===== src/rtl/irq_gate_pkg.sv =====
package irq_gate_pkg;

  // Events the timer hands to the cause register for its own line.
  typedef struct packed {
    logic set;   // count has just stepped onto compare
    logic clr;   // compare register is being written
  } tmr_evt_t;

endpackage


===== src/rtl/irq_rst_sync.sv =====
module irq_rst_sync (
  input  logic clk,
  input  logic rst_n,
  output logic rst_sync_n
);

  logic [1:0] sync_q;
  logic [1:0] sync_d;

  always_comb begin
    sync_d = {sync_q[0], 1'b1};
  end

  always_ff @(posedge clk or negedge rst_n) begin
    if (!rst_n) begin
      sync_q <= '0;
    end else begin
      sync_q <= sync_d;
    end
  end

  assign rst_sync_n = sync_q[1];

endmodule


===== src/rtl/irq_cmp_timer.sv =====
module irq_cmp_timer
  import irq_gate_pkg::*;
#(
  parameter int DATA_W = 32
) (
  input  logic              clk,
  input  logic              rst_n,
  input  logic              count_en,
  input  logic              cmp_we,
  input  logic [DATA_W-1:0] cmp_wdata,
  output logic [DATA_W-1:0] count_q,
  output logic [DATA_W-1:0] cmp_q,
  output tmr_evt_t          evt
);

  logic [DATA_W-1:0] count_inc;
  logic [DATA_W-1:0] count_d;
  logic [DATA_W-1:0] cmp_d;

  always_comb begin
    count_inc = count_q + DATA_W'(1);
    count_d   = count_en ? count_inc : count_q;
    cmp_d     = cmp_we ? cmp_wdata : cmp_q;
    evt.set   = count_en && (count_inc == cmp_q);
    evt.clr   = cmp_we;
  end

  always_ff @(posedge clk or negedge rst_n) begin
    if (!rst_n) begin
      count_q <= '0;
      cmp_q   <= '0;
    end else begin
      if (count_en) begin
        count_q <= count_d;
      end
      if (cmp_we) begin
        cmp_q <= cmp_d;
      end
    end
  end

endmodule


===== src/rtl/irq_cause_bank.sv =====
module irq_cause_bank
  import irq_gate_pkg::*;
#(
  parameter int DATA_W    = 32,
  parameter int IP_OFS    = 8,
  parameter int IP_W      = 8,
  parameter int NUM_LINES = 16,
  parameter int LINE_W    = 5,
  parameter int TMR_LINE  = 7
) (
  input  logic              clk,
  input  logic              rst_n,
  input  logic              req_valid,
  input  logic [LINE_W-1:0] req_line,
  input  logic              req_level,
  input  tmr_evt_t          evt,
  output logic [IP_W-1:0]   ip_d,
  output logic [DATA_W-1:0] cause_q
);

  logic [DATA_W-1:0]    cause_d;
  logic [NUM_LINES-1:0] line_q;
  logic [NUM_LINES-1:0] line_d;
  logic [NUM_LINES-1:0] line_hit;
  logic                 in_range;
  logic                 cause_en;

  assign in_range = req_valid && (int'(req_line) < NUM_LINES);
  assign line_q   = cause_q[IP_OFS +: NUM_LINES];

  for (genvar g = 0; g < NUM_LINES; g++) begin : g_line
    assign line_hit[g] = in_range && (req_line == LINE_W'(g));
    if (g == TMR_LINE) begin : g_tmr
      // compare write beats a match, a match beats the event port
      assign line_d[g] = evt.clr     ? 1'b0 :
                         evt.set     ? 1'b1 :
                         line_hit[g] ? req_level : line_q[g];
    end else begin : g_ext
      assign line_d[g] = line_hit[g] ? req_level : line_q[g];
    end
  end

  always_comb begin
    cause_d = '0;
    cause_d[IP_OFS +: NUM_LINES] = line_d;
    ip_d     = cause_d[IP_OFS +: IP_W];
    cause_en = in_range | evt.set | evt.clr;
  end

  always_ff @(posedge clk or negedge rst_n) begin
    if (!rst_n) begin
      cause_q <= '0;
    end else if (cause_en) begin
      cause_q <= cause_d;
    end
  end

endmodule


===== src/rtl/irq_req_gate.sv =====
module irq_req_gate #(
  parameter int DATA_W  = 32,
  parameter int IP_OFS  = 8,
  parameter int IP_W    = 8,
  parameter int GIE_BIT = 0
) (
  input  logic              clk,
  input  logic              rst_n,
  input  logic              status_we,
  input  logic [DATA_W-1:0] status_wdata,
  input  logic [IP_W-1:0]   ip_d,
  input  logic              exl_flag,
  input  logic              erl_flag,
  input  logic              dbg_flag,
  output logic [DATA_W-1:0] status_q,
  output logic              irq_q
);

  logic [DATA_W-1:0] status_d;
  logic [IP_W-1:0]   armed;
  logic              blocked;
  logic              irq_d;

  always_comb begin
    status_d = status_we ? status_wdata : status_q;
    armed    = status_d[IP_OFS +: IP_W] & ip_d;
    blocked  = exl_flag | erl_flag | dbg_flag;
    irq_d    = (|armed) && status_d[GIE_BIT] && !blocked;
  end

  always_ff @(posedge clk or negedge rst_n) begin
    if (!rst_n) begin
      status_q <= '0;
      irq_q    <= 1'b0;
    end else begin
      if (status_we) begin
        status_q <= status_d;
      end
      irq_q <= irq_d;
    end
  end

endmodule


===== src/rtl/irq_gate_unit.sv =====
module irq_gate_unit
  import irq_gate_pkg::*;
#(
  parameter int DATA_W    = 32,
  parameter int IP_OFS    = 8,
  parameter int IP_W      = 8,
  parameter int NUM_LINES = 16,
  parameter int LINE_W    = 5,
  parameter int TMR_LINE  = 7,
  parameter int GIE_BIT   = 0
) (
  input  logic              clk,
  input  logic              rst_n,
  input  logic              req_valid,
  input  logic [LINE_W-1:0] req_line,
  input  logic              req_level,
  input  logic              status_we,
  input  logic [DATA_W-1:0] status_wdata,
  input  logic              cmp_we,
  input  logic [DATA_W-1:0] cmp_wdata,
  input  logic              count_en,
  input  logic              exl_flag,
  input  logic              erl_flag,
  input  logic              dbg_flag,
  output logic [DATA_W-1:0] cause_o,
  output logic              irq_o
);

  logic              rst_sync_n;
  tmr_evt_t          tmr_evt;
  logic [DATA_W-1:0] count_q;
  logic [DATA_W-1:0] cmp_q;
  logic [DATA_W-1:0] status_q;
  logic [IP_W-1:0]   ip_d;

  irq_rst_sync u_rst (
    .clk        (clk),
    .rst_n      (rst_n),
    .rst_sync_n (rst_sync_n)
  );

  irq_cmp_timer #(.DATA_W(DATA_W)) u_timer (
    .clk       (clk),
    .rst_n     (rst_sync_n),
    .count_en  (count_en),
    .cmp_we    (cmp_we),
    .cmp_wdata (cmp_wdata),
    .count_q   (count_q),
    .cmp_q     (cmp_q),
    .evt       (tmr_evt)
  );

  irq_cause_bank #(
    .DATA_W    (DATA_W),
    .IP_OFS    (IP_OFS),
    .IP_W      (IP_W),
    .NUM_LINES (NUM_LINES),
    .LINE_W    (LINE_W),
    .TMR_LINE  (TMR_LINE)
  ) u_cause (
    .clk       (clk),
    .rst_n     (rst_sync_n),
    .req_valid (req_valid),
    .req_line  (req_line),
    .req_level (req_level),
    .evt       (tmr_evt),
    .ip_d      (ip_d),
    .cause_q   (cause_o)
  );

  irq_req_gate #(
    .DATA_W  (DATA_W),
    .IP_OFS  (IP_OFS),
    .IP_W    (IP_W),
    .GIE_BIT (GIE_BIT)
  ) u_gate (
    .clk          (clk),
    .rst_n        (rst_sync_n),
    .status_we    (status_we),
    .status_wdata (status_wdata),
    .ip_d         (ip_d),
    .exl_flag     (exl_flag),
    .erl_flag     (erl_flag),
    .dbg_flag     (dbg_flag),
    .status_q     (status_q),
    .irq_q        (irq_o)
  );

endmodule


===== config.mk =====
export PLATFORM = sky130hd
export DESIGN_NAME = irq_gate_unit
export DESIGN_NICKNAME = d
export VERILOG_FILES = /design/src/rtl/irq_gate_pkg.sv /design/src/rtl/irq_rst_sync.sv /design/src/rtl/irq_cmp_timer.sv /design/src/rtl/irq_cause_bank.sv /design/src/rtl/irq_req_gate.sv /design/src/rtl/irq_gate_unit.sv
export SDC_FILE = /design/constraint.sdc
export NUM_CORES = 1
export LEC_CHECK = 0
export ABC_AREA = 1
export BUFFER_PORTS_ARGS = -buffer_cell sky130_fd_sc_hd__buf_2
export CAP_MARGIN = 15
export CORE_AREA = 2 2 118 120
export CTS_CLUSTER_DIAMETER = 150
export DETAILED_ROUTE_END_ITERATION = 8
export DIE_AREA = 0 0 120 122
export HOLD_SLACK_MARGIN = 0.05
export PLACE_DENSITY_LB_ADDON = 0.3
export SETUP_SLACK_MARGIN = 0.02
export SYNTH_ARGS = -nofsm -noshare
export SYNTH_HDL_FRONTEND = slang
export SYNTH_HIERARCHICAL = 1
export SYNTH_SLANG_ARGS = --single-unit

===== constraint.sdc =====
create_clock -name clk -period 10.7 [get_ports clk]
set_input_delay 1.07 -clock clk [delete_from_list [all_inputs] [get_ports clk]]
set_output_delay 1.07 -clock clk [all_outputs]
set_load 0.01 [all_outputs]

==> metrics.csv, run 1 <==
metric,value,unit
via-per-instance ratio,4.54,
Post-Synthesis Cell Area,5450,um2
wire length of the first global-routing pass,20.7,mm
power per cell area,157,nW/um2
number of buffers inserted for hold repair after clock tree synthesis,0,
count of final max-slew check failures,0,
Post-Route Skew,6.46,ps
part of the total power dissipated in sequential elements,46.6,%
setup repair after global routing missed its margin,false,
Final Hold Fails,0,
vias in the first global route,4440,
sink count of the clock tree,92,
# Max-Cap Violations,0,
top-level port count,112,
minimum period implied by the final worst setup slack,2670,ps
relative slew slack,57.6,%
share of layout cells above drive strength 1,14.4,%
die span in x,120,um
Area growth syn-to-layout,13.3,%
overall routed net length,11.9,mm
number of gates resized after cts,0,
synth warn,6,
number of buffers on the longest clock path,2,
htree depth,3,
length of the first detailed-routing pass in iterations,5,
mean cell area of the mapped netlist,6.93,um2
number of buffers created by CTS,9,
Comb pwr share,22.4,%
final clock period utilization by the worst path,25.0,%
overall die area,14600,um2
grt total ovfl,0,
routability congestion estimate from global placement,0.856,
detailed placement HPWL,8.93,mm
pin count of the biggest net entering global routing,63,
share of total power in the clock network,31.0,%
GR Util All Layers,17.8,%
critical path endpoint category,register,
antenna cell count,0,
worst hold margin,303,ps
CTS tree,done,
switching portion of total power,33.4,%
CP Class,in -> reg,
register-to-register setup slack,8050,ps
initial cell density of the core,40.4,%
Slew @ Worst Pin,636,ps
initial antenna violation count,0,
Min-Delay Path Class,reg -> async,
result of the run,"finished, final reports clean",
maximum resistive drop on vdd,60.4,uV
DRC violation count after routing,0,
Final Setup Violations,0,
Setup Total Neg Slack,0,ps
insertion delay to the later sink of the worst-skew pair,350,ps
"critical path fanouts, max",10,
Crit path arrival time,2950,ps
via count,4708,
placeable core area,13500,um2
startpoint types,input pin,
leakage power summed over all cells,3.20,nW
clock slew seen by the registers of the worst setup and hold paths,70,ps
Post-Syn Instances,787,
clock root cell,sky130_fd_sc_hd__clkbuf_16,
Final Net Count,933,
Peak Freq,0.374,GHz
final antenna-violating net count,0,
Row Count,43,
routed length per instance,11.5,um
chip height,122,um
Internal,646,uW
post-CTS setup-driven buffer insertion count,0,
worst path required time,10980,ps
iteration-0 DRC count of the detailed router,303,
switching power of the nets,324,uW
Port Buffer Count,72,
state kept, by name, indices dropped and copies added, names as in the netlist:
register and cells:
u_timer/count_q 32, u_timer/cmp_q 32, u_cause/cause_q 16, u_gate/status_q 9, u_gate/irq_q 1, u_rst/sync_q 2
cells in the final DEF, fill, tap and decap left out, types with 4 or more instances in the layout:
cell type                     n
sky130_fd_sc_hd__xor2_1       4
sky130_fd_sc_hd__nand2_1    294
sky130_fd_sc_hd__clkbuf_16    9
sky130_fd_sc_hd__conb_1      17
sky130_fd_sc_hd__o21ai_0     78
sky130_fd_sc_hd__buf_2       72
sky130_fd_sc_hd__o21ai_1      6
sky130_fd_sc_hd__nor2_4       5
sky130_fd_sc_hd__dfrtp_1     91
sky130_fd_sc_hd__nand4_1      4
sky130_fd_sc_hd__inv_1       98
sky130_fd_sc_hd__nand2_2      8
sky130_fd_sc_hd__and2_1       8
sky130_fd_sc_hd__nor2_2       4
sky130_fd_sc_hd__nor2_1      61
sky130_fd_sc_hd__nand3_1     60
path summary, 6_finish.rpt:
check                              startpoint           endpoint  depth (start not counted)
setup / recovery                     count_en       u_gate/irq_q                         21
hold / removal                u_rst/sync_q[1]  u_timer/cmp_q[21]                          0
setup reg to reg           u_timer/count_q[0]       u_gate/irq_q                         20
hold reg to reg               u_rst/sync_q[1]  u_timer/cmp_q[21]                          0
max in group asynchronous     u_rst/sync_q[1]  u_timer/cmp_q[13]                          1
min in group clk              u_rst/sync_q[0]    u_rst/sync_q[1]                          0
power by group through the flow:
stage / clock network (mW) / registers (mW) / logic, mW
floorplan: 0 / 0.453 / 0.163
CTS: 0.310 / 0.454 / 0.220
global placement: 0 / 0.458 / 0.214
detailed placement: 0 / 0.459 / 0.218
global route: 0.324 / 0.462 / 0.257
finish: 0.301 / 0.453 / 0.217
metal layers:
metal | global-route usage (%) | routed length (um)
met5 | 0 | 0
met4 | 6.10 | 145
met3 | 3.37 | 586
met2 | 28.2 | 5350
met1 | 24.5 | 5850
area by class of cell:
class,count,area (um2)
multi-input combinational,572,2600
inverter,103,389
clock buffer,10,239
sequential,92,2310
tap,180,225
clock inverter,5,36.3
fill,1427,7330
timing repair buffer,75,383
critical path: stages:
cell                      delay (ps)
sky130_fd_sc_hd__buf_2           210
sky130_fd_sc_hd__nand2_1         100
sky130_fd_sc_hd__nand2_1          70
sky130_fd_sc_hd__nand3_1          70
sky130_fd_sc_hd__nor2_1          120
sky130_fd_sc_hd__nand3_1          90
sky130_fd_sc_hd__nor2_1          140
sky130_fd_sc_hd__nand3_1          80
sky130_fd_sc_hd__nor2_1          130
sky130_fd_sc_hd__nand2_1         100
sky130_fd_sc_hd__nor2_2           80
sky130_fd_sc_hd__nand2_1          50
sky130_fd_sc_hd__nor2_1          100
sky130_fd_sc_hd__inv_1            50
sky130_fd_sc_hd__nand3_1          70
sky130_fd_sc_hd__nand2_1          60
sky130_fd_sc_hd__inv_1            60
sky130_fd_sc_hd__nand3_1          70
sky130_fd_sc_hd__nand2_1          70
sky130_fd_sc_hd__nor2_1           50
sky130_fd_sc_hd__a21oi_2         100
per-stage QoR:
stage	total power, mW	std cells	instance area (um2)	util (%)	worst slack, ps
2_1_floorplan	0.616	802	5510	-	7950
3_5_place_dp	0.677	1022	5900	43.7	7640
5_1_grt	1.04	1037	6170	45.7	7710
4_1_cts	0.983	1037	6170	45.7	8000
3_3_place_gp	0.672	1022	5900	43.7	7630
6_report	0.971	1037	6170	45.7	8030
(Power assumes the default switching activity.)
==> run 2, diff against run 1 <==
--- a/config.mk
+++ b/config.mk
@@ -5,13 +5,13 @@
 export SDC_FILE = /design/constraint.sdc
 export NUM_CORES = 1
 export LEC_CHECK = 0
-export ABC_AREA = 1
+export ABC_AREA = 0
 export BUFFER_PORTS_ARGS = -buffer_cell sky130_fd_sc_hd__buf_2
 export CAP_MARGIN = 15
-export CORE_AREA = 2 2 118 120
+export CORE_AREA = 2 2 115 117
 export CTS_CLUSTER_DIAMETER = 150
 export DETAILED_ROUTE_END_ITERATION = 8
-export DIE_AREA = 0 0 120 122
+export DIE_AREA = 0 0 117 119
 export HOLD_SLACK_MARGIN = 0.05
 export PLACE_DENSITY_LB_ADDON = 0.3
 export SETUP_SLACK_MARGIN = 0.02
==> constraint.sdc (replaced) <==
create_clock -name clk -period 2.4 [get_ports clk]
set_input_delay 0.24 -clock clk [delete_from_list [all_inputs] [get_ports clk]]
set_output_delay 0.24 -clock clk [all_outputs]
set_load 0.01 [all_outputs]
==> metrics.csv, run 2 <==
metric,value,unit
final clock period utilization by the worst path,118,%
CTS tree,done,
Min-Delay Path Class,in -> reg,
biggest regs,"u_timer/cmp_q (32), u_timer/count_q (32), u_cause/cause_q (16)",
synth warn,6,
htree depth,3,
cell total after placement,745,
worst hold margin,116,ps
wire length of the first global-routing pass,18.9,mm
utilization of the core after routing,50.4,%
power consumption,4.37,mW
initial antenna violation count,0,
clock slew seen by the registers of the worst setup and hold paths,70,ps
iteration-0 DRC count of the detailed router,131,
Setup Total Neg Slack,-601,ps
# Max-Cap Violations,0,
power per cell area,674,nW/um2
Post-Route Skew,9.27,ps
number of buffers on the longest clock path,2,
routed length per instance,14.7,um
CP Class,reg -> reg,
final cell count without fillers,777,
"leading cell type in the layout, fill and taps excluded",sky130_fd_sc_hd__dfrtp_1,
Post-Synthesis Cell Area,5090,um2
"critical path fanouts, max",3,
result of the run,finished with violations,
via count,3826,
leakage power summed over all cells,2.91,nW
clock root cell,sky130_fd_sc_hd__clkbuf_16,
GR Util All Layers,17.3,%
count of final max-slew check failures,0,
Peak Freq,0.354,GHz
antenna cell count,0,
routability congestion estimate from global placement,0.861,
Place WS,-451,ps
Post-Syn Instances,455,
share of layout cells above drive strength 1,44.4,%
final antenna-violating net count,0,
worst path required time,2680,ps
Row Count,42,
Crit path arrival time,3100,ps
Area growth syn-to-layout,27.4,%
Final Setup Violations,2,
DRC violation count after routing,0,
critical path endpoint category,register,
startpoint types,register,
Filler Cells Inserted,1194,
die span in x,117,um
pin count of the biggest net entering global routing,48,
via-per-instance ratio,4.92,
maximum resistive drop on vdd,303,uV
failing checks,negative setup slack,
Final Net Count,676,
grt total ovfl,0,
insertion delay to the later sink of the worst-skew pair,350,ps
detailed placement HPWL,8.55,mm
top-level port count,112,
chip height,119,um
length of the first detailed-routing pass in iterations,4,
final non-filler cell area,6490,um2
setup repair after global routing missed its margin,true,
initial cell density of the core,39.6,%
Slew @ Worst Pin,613,ps
post-route worst setup slack,-426,ps
Port Buffer Count,72,
minimum period implied by the final worst setup slack,2830,ps
overall die area,13900,um2
number of buffers created by CTS,9,
relative slew slack,59.1,%
placeable core area,12900,um2
overall routed net length,11.4,mm
most frequent cells in the layout,"sky130_fd_sc_hd__dfrtp_1, sky130_fd_sc_hd__buf_4, sky130_fd_sc_hd__buf_2",
vias in the first global route,3938,
mean cell area of the mapped netlist,11.2,um2
Final Hold Fails,0,
sink count of the clock tree,92,
placement-stage cell area,5970,um2
[run 2: what timing repair did]
item	in CTS	in global routing
setup endpoints to repair	2	2
cloned	0	0
hold endpoints to repair	2	0
setup buffers	11	4
resized for setup	15	10
hold buffers	1	0
pin swaps	21	9
[run 2: final timing paths]
check / endpoint / cells past startpoint / slack, ps / startpoint
setup / recovery: u_gate/irq_q / 13 / -430 / u_timer/count_q[0]
hold / removal: u_timer/cmp_q[14] / 2 / 120 / cmp_wdata[14]
setup reg to reg: u_gate/irq_q / 13 / -430 / u_timer/count_q[0]
hold reg to reg: u_cause/cause_q[23] / 0 / 350 / u_rst/sync_q[1]
max in group asynchronous: u_gate/status_q[12] / 1 / 1420 / u_rst/sync_q[1]
min in group asynchronous: u_rst/sync_q[0] / 2 / 200 / rst_n
[run 2: area by class of cell]
| cell class | count | area (um2) | share of cell area (%) |
|---|---|---|---|
| Multi-Input combinational cell | 333 | 2640 | 40.6 |
| Sequential cell | 92 | 2310 | 35.6 |
| Timing Repair Buffer | 156 | 1030 | 15.9 |
| Clock buffer | 10 | 229 | 3.53 |
| Tap cell | 176 | 220 | 3.40 |
| Clock inverter | 6 | 48.8 | 0.752 |
| Inverter | 4 | 15.0 | 0.231 |
[run 2: critical path, stage by stage, from the launching register on]
cell                       delay (ps)
sky130_fd_sc_hd__dfrtp_1          410
sky130_fd_sc_hd__buf_6            120
sky130_fd_sc_hd__nand4_4           90
sky130_fd_sc_hd__nor4_4           320
sky130_fd_sc_hd__buf_4            170
sky130_fd_sc_hd__nand3_2           80
sky130_fd_sc_hd__and2_4           150
sky130_fd_sc_hd__or4_1            470
sky130_fd_sc_hd__a32oi_1          240
sky130_fd_sc_hd__and4_4           270
sky130_fd_sc_hd__a31oi_4           40
sky130_fd_sc_hd__a21oi_2          190
sky130_fd_sc_hd__a221oi_2          80
sky130_fd_sc_hd__a31oi_1          130
[run 2: routing by layer]
metal	share of wire, %	track usage (%)	up-vias
met3	5.4	4.99	21
met4	2.2	6.10	0
met2	46	27.9	107
met1	46	22.2	1850
li1	-	-	1848
met5	0	0	-
[run 2: power by group]
group / internal, mW / switching [mW]
Clock: 0.715 / 0.630
Combinational: 0.616 / 0.499
Sequential: 1.74 / 0.175
==> run 3, diff against run 2 <==
--- a/config.mk
+++ b/config.mk
@@ -5,13 +5,12 @@
 export SDC_FILE = /design/constraint.sdc
 export NUM_CORES = 1
 export LEC_CHECK = 0
-export ABC_AREA = 0
 export BUFFER_PORTS_ARGS = -buffer_cell sky130_fd_sc_hd__buf_2
 export CAP_MARGIN = 15
-export CORE_AREA = 2 2 115 117
+export CORE_AREA = 2 2 113 115
 export CTS_CLUSTER_DIAMETER = 150
 export DETAILED_ROUTE_END_ITERATION = 8
-export DIE_AREA = 0 0 117 119
+export DIE_AREA = 0 0 115 117
 export HOLD_SLACK_MARGIN = 0.05
 export PLACE_DENSITY_LB_ADDON = 0.3
 export SETUP_SLACK_MARGIN = 0.02
==> metrics.csv, run 3 (synthesis gave the netlist of run 2 again) <==
metric,value,unit
most frequent cells in the layout,"sky130_fd_sc_hd__dfrtp_1, sky130_fd_sc_hd__buf_2, sky130_fd_sc_hd__buf_4",
routability congestion estimate from global placement,0.887,
final cell count without fillers,743,
end point of the worst hold path,u_timer/cmp_q[16],
"leading cell type in the layout, fill and taps excluded",sky130_fd_sc_hd__dfrtp_1,
die span in x,115,um
Port Buffer Count,72,
"critical path fanouts, max",3,
# Max-Cap Violations,0,
chip height,117,um
pin count of the biggest net entering global routing,39,
worst hold margin,117,ps
via count,3763,
setup repair after global routing missed its margin,true,
overall routed net length,11.2,mm
"Buf+Inv Stages, Crit Path",1,
length of the first detailed-routing pass in iterations,4,
Critical-path top delay cell,sky130_fd_sc_hd__dfrtp_1,
cell family with most CP delay,compound AO/OA/AOI/OAI gates,
endpoint of the worst register-to-register path,u_gate/irq_q,
critical path cell sequence,ha_2 > nand4_1 > buf_4 > nor2_1 > nand2_1 > xor2_1 > a31oi_1 > nor4_2 > and4_4 > a31oi_4 > a21oi_2 > a221oi_2 > a31oi_1,
number of buffers created by CTS,9,
CTS tree,done,
Row Count,41,
result of the run,finished with violations,
post-route worst setup slack,-415,ps
clock slew seen by the registers of the worst setup and hold paths,70,ps
power per cell area,680,nW/um2
minimum period implied by the final worst setup slack,2820,ps
initial antenna violation count,0,
register-to-register setup slack,-420,ps
routed length per instance,15.1,um
wire length of the first global-routing pass,18.4,mm
Area growth syn-to-layout,25.5,%
sink count of the clock tree,92,
Final Hold Fails,0,
htree depth,3,
iteration-0 DRC count of the detailed router,153,
via-per-instance ratio,5.06,
maximum resistive drop on vdd,382,uV
startpoint types,register,
worst path required time,2640,ps
count of final max-slew check failures,0,
Final Setup Violations,2,
power consumption,4.35,mW
RR Startpoint,u_timer/count_q[0],
final antenna-violating net count,0,
CP Class,reg -> reg,
Crit path arrival time,3050,ps
final clock period utilization by the worst path,117,%
Post-Route Skew,10.6,ps
GR Util All Layers,17.7,%
launch point of the worst hold path,cmp_wdata[16],
critical path's most frequent cell,sky130_fd_sc_hd__a31oi_1,
critical path endpoint category,register,
antenna cell count,0,
cell count of the worst reg-to-reg path,13,
overall die area,13500,um2
Final Net Count,668,
top-level port count,112,
Min-Delay Path Class,in -> reg,
detailed placement HPWL,8.44,mm
insertion delay to the later sink of the worst-skew pair,350,ps
leakage power summed over all cells,2.83,nW
DRC violation count after routing,0,
cell total after placement,718,
grt total ovfl,0,
Place WS,-456,ps
biggest regs,"u_timer/cmp_q (32), u_timer/count_q (32), u_cause/cause_q (16)",
failing checks,negative setup slack,
clock root cell,sky130_fd_sc_hd__clkbuf_16,
number of buffers on the longest clock path,2,
number of cells on the worst hold path,2,
Peak Freq,0.355,GHz
share of layout cells above drive strength 1,44.0,%
placeable core area,12300,um2
vias in the first global route,3793,
initial cell density of the core,41.4,%
Max stage delay on crit path,400,ps
[run 3: timing repair]
action	CTS	global route
setup buffers	4	5
endpoints found under the hold margin	2	0
hold buffers	1	0
pin swaps	12	11
gates resized for setup	3	23
gates cloned	0	0
setup endpoints to repair	2	2
[run 3: worst max-delay path by stage]
stage,from,slack (ps),cells past startpoint,to
finish,u_timer/count_q[0],-420,13,u_gate/irq_q
global route,u_timer/count_q[0],-590,14,u_gate/irq_q
CTS,u_timer/count_q[0],-450,12,u_gate/irq_q
detailed placement,u_timer/count_q[0],-460,12,u_gate/irq_q
global placement,u_timer/count_q[0],-370,12,u_gate/irq_q
floorplan,u_timer/count_q[8],-260,12,u_gate/irq_q
[run 3: metal layers]
| layer | global-route usage (%) | wire length, um | share of wire, % | vias to the layer above |
|---|---|---|---|---|
| met5 | 0 | 0 | 0 | - |
| met4 | 5.62 | 198 | 1.8 | 0 |
| met3 | 4.48 | 492 | 4.4 | 15 |
| met2 | 29.2 | 5410 | 48 | 97 |
| met1 | 23.0 | 5140 | 46 | 1833 |
| li1 | - | - | - | 1818 |
[run 3: layout make-up]
| class | instances | area (um2) |
|---|---|---|
| clock buffers | 9 | 225 |
| fillers | 1124 | 5920 |
| well taps | 150 | 188 |
| multi-input cells | 333 | 2620 |
| inverters | 4 | 15.0 |
| flip-flops and latches | 92 | 2310 |
| clock inverters | 7 | 65.1 |
| repair buffers | 148 | 968 |
[run 3: report_power, final]
group,switching [mW],internal [mW],leakage [nW],total [mW]
sequential,0.151,1.73,1.15,1.88
combinational,0.496,0.584,1.54,1.08
clock,0.657,0.728,0.140,1.38
[run 3: per-stage QoR]
| step | setup TNS [ps] | utilization [%] | area (um2) |
|---|---|---|---|
| 2_1_floorplan | -262 | - | 5160 |
| 3_3_place_gp | -447 | 48.2 | 5930 |
| 3_5_place_dp | -602 | 48.2 | 5930 |
| 4_1_cts | -731 | 50.9 | 6270 |
| 5_1_grt | -1020 | 51.9 | 6390 |
| 6_report | -681 | 51.9 | 6390 |
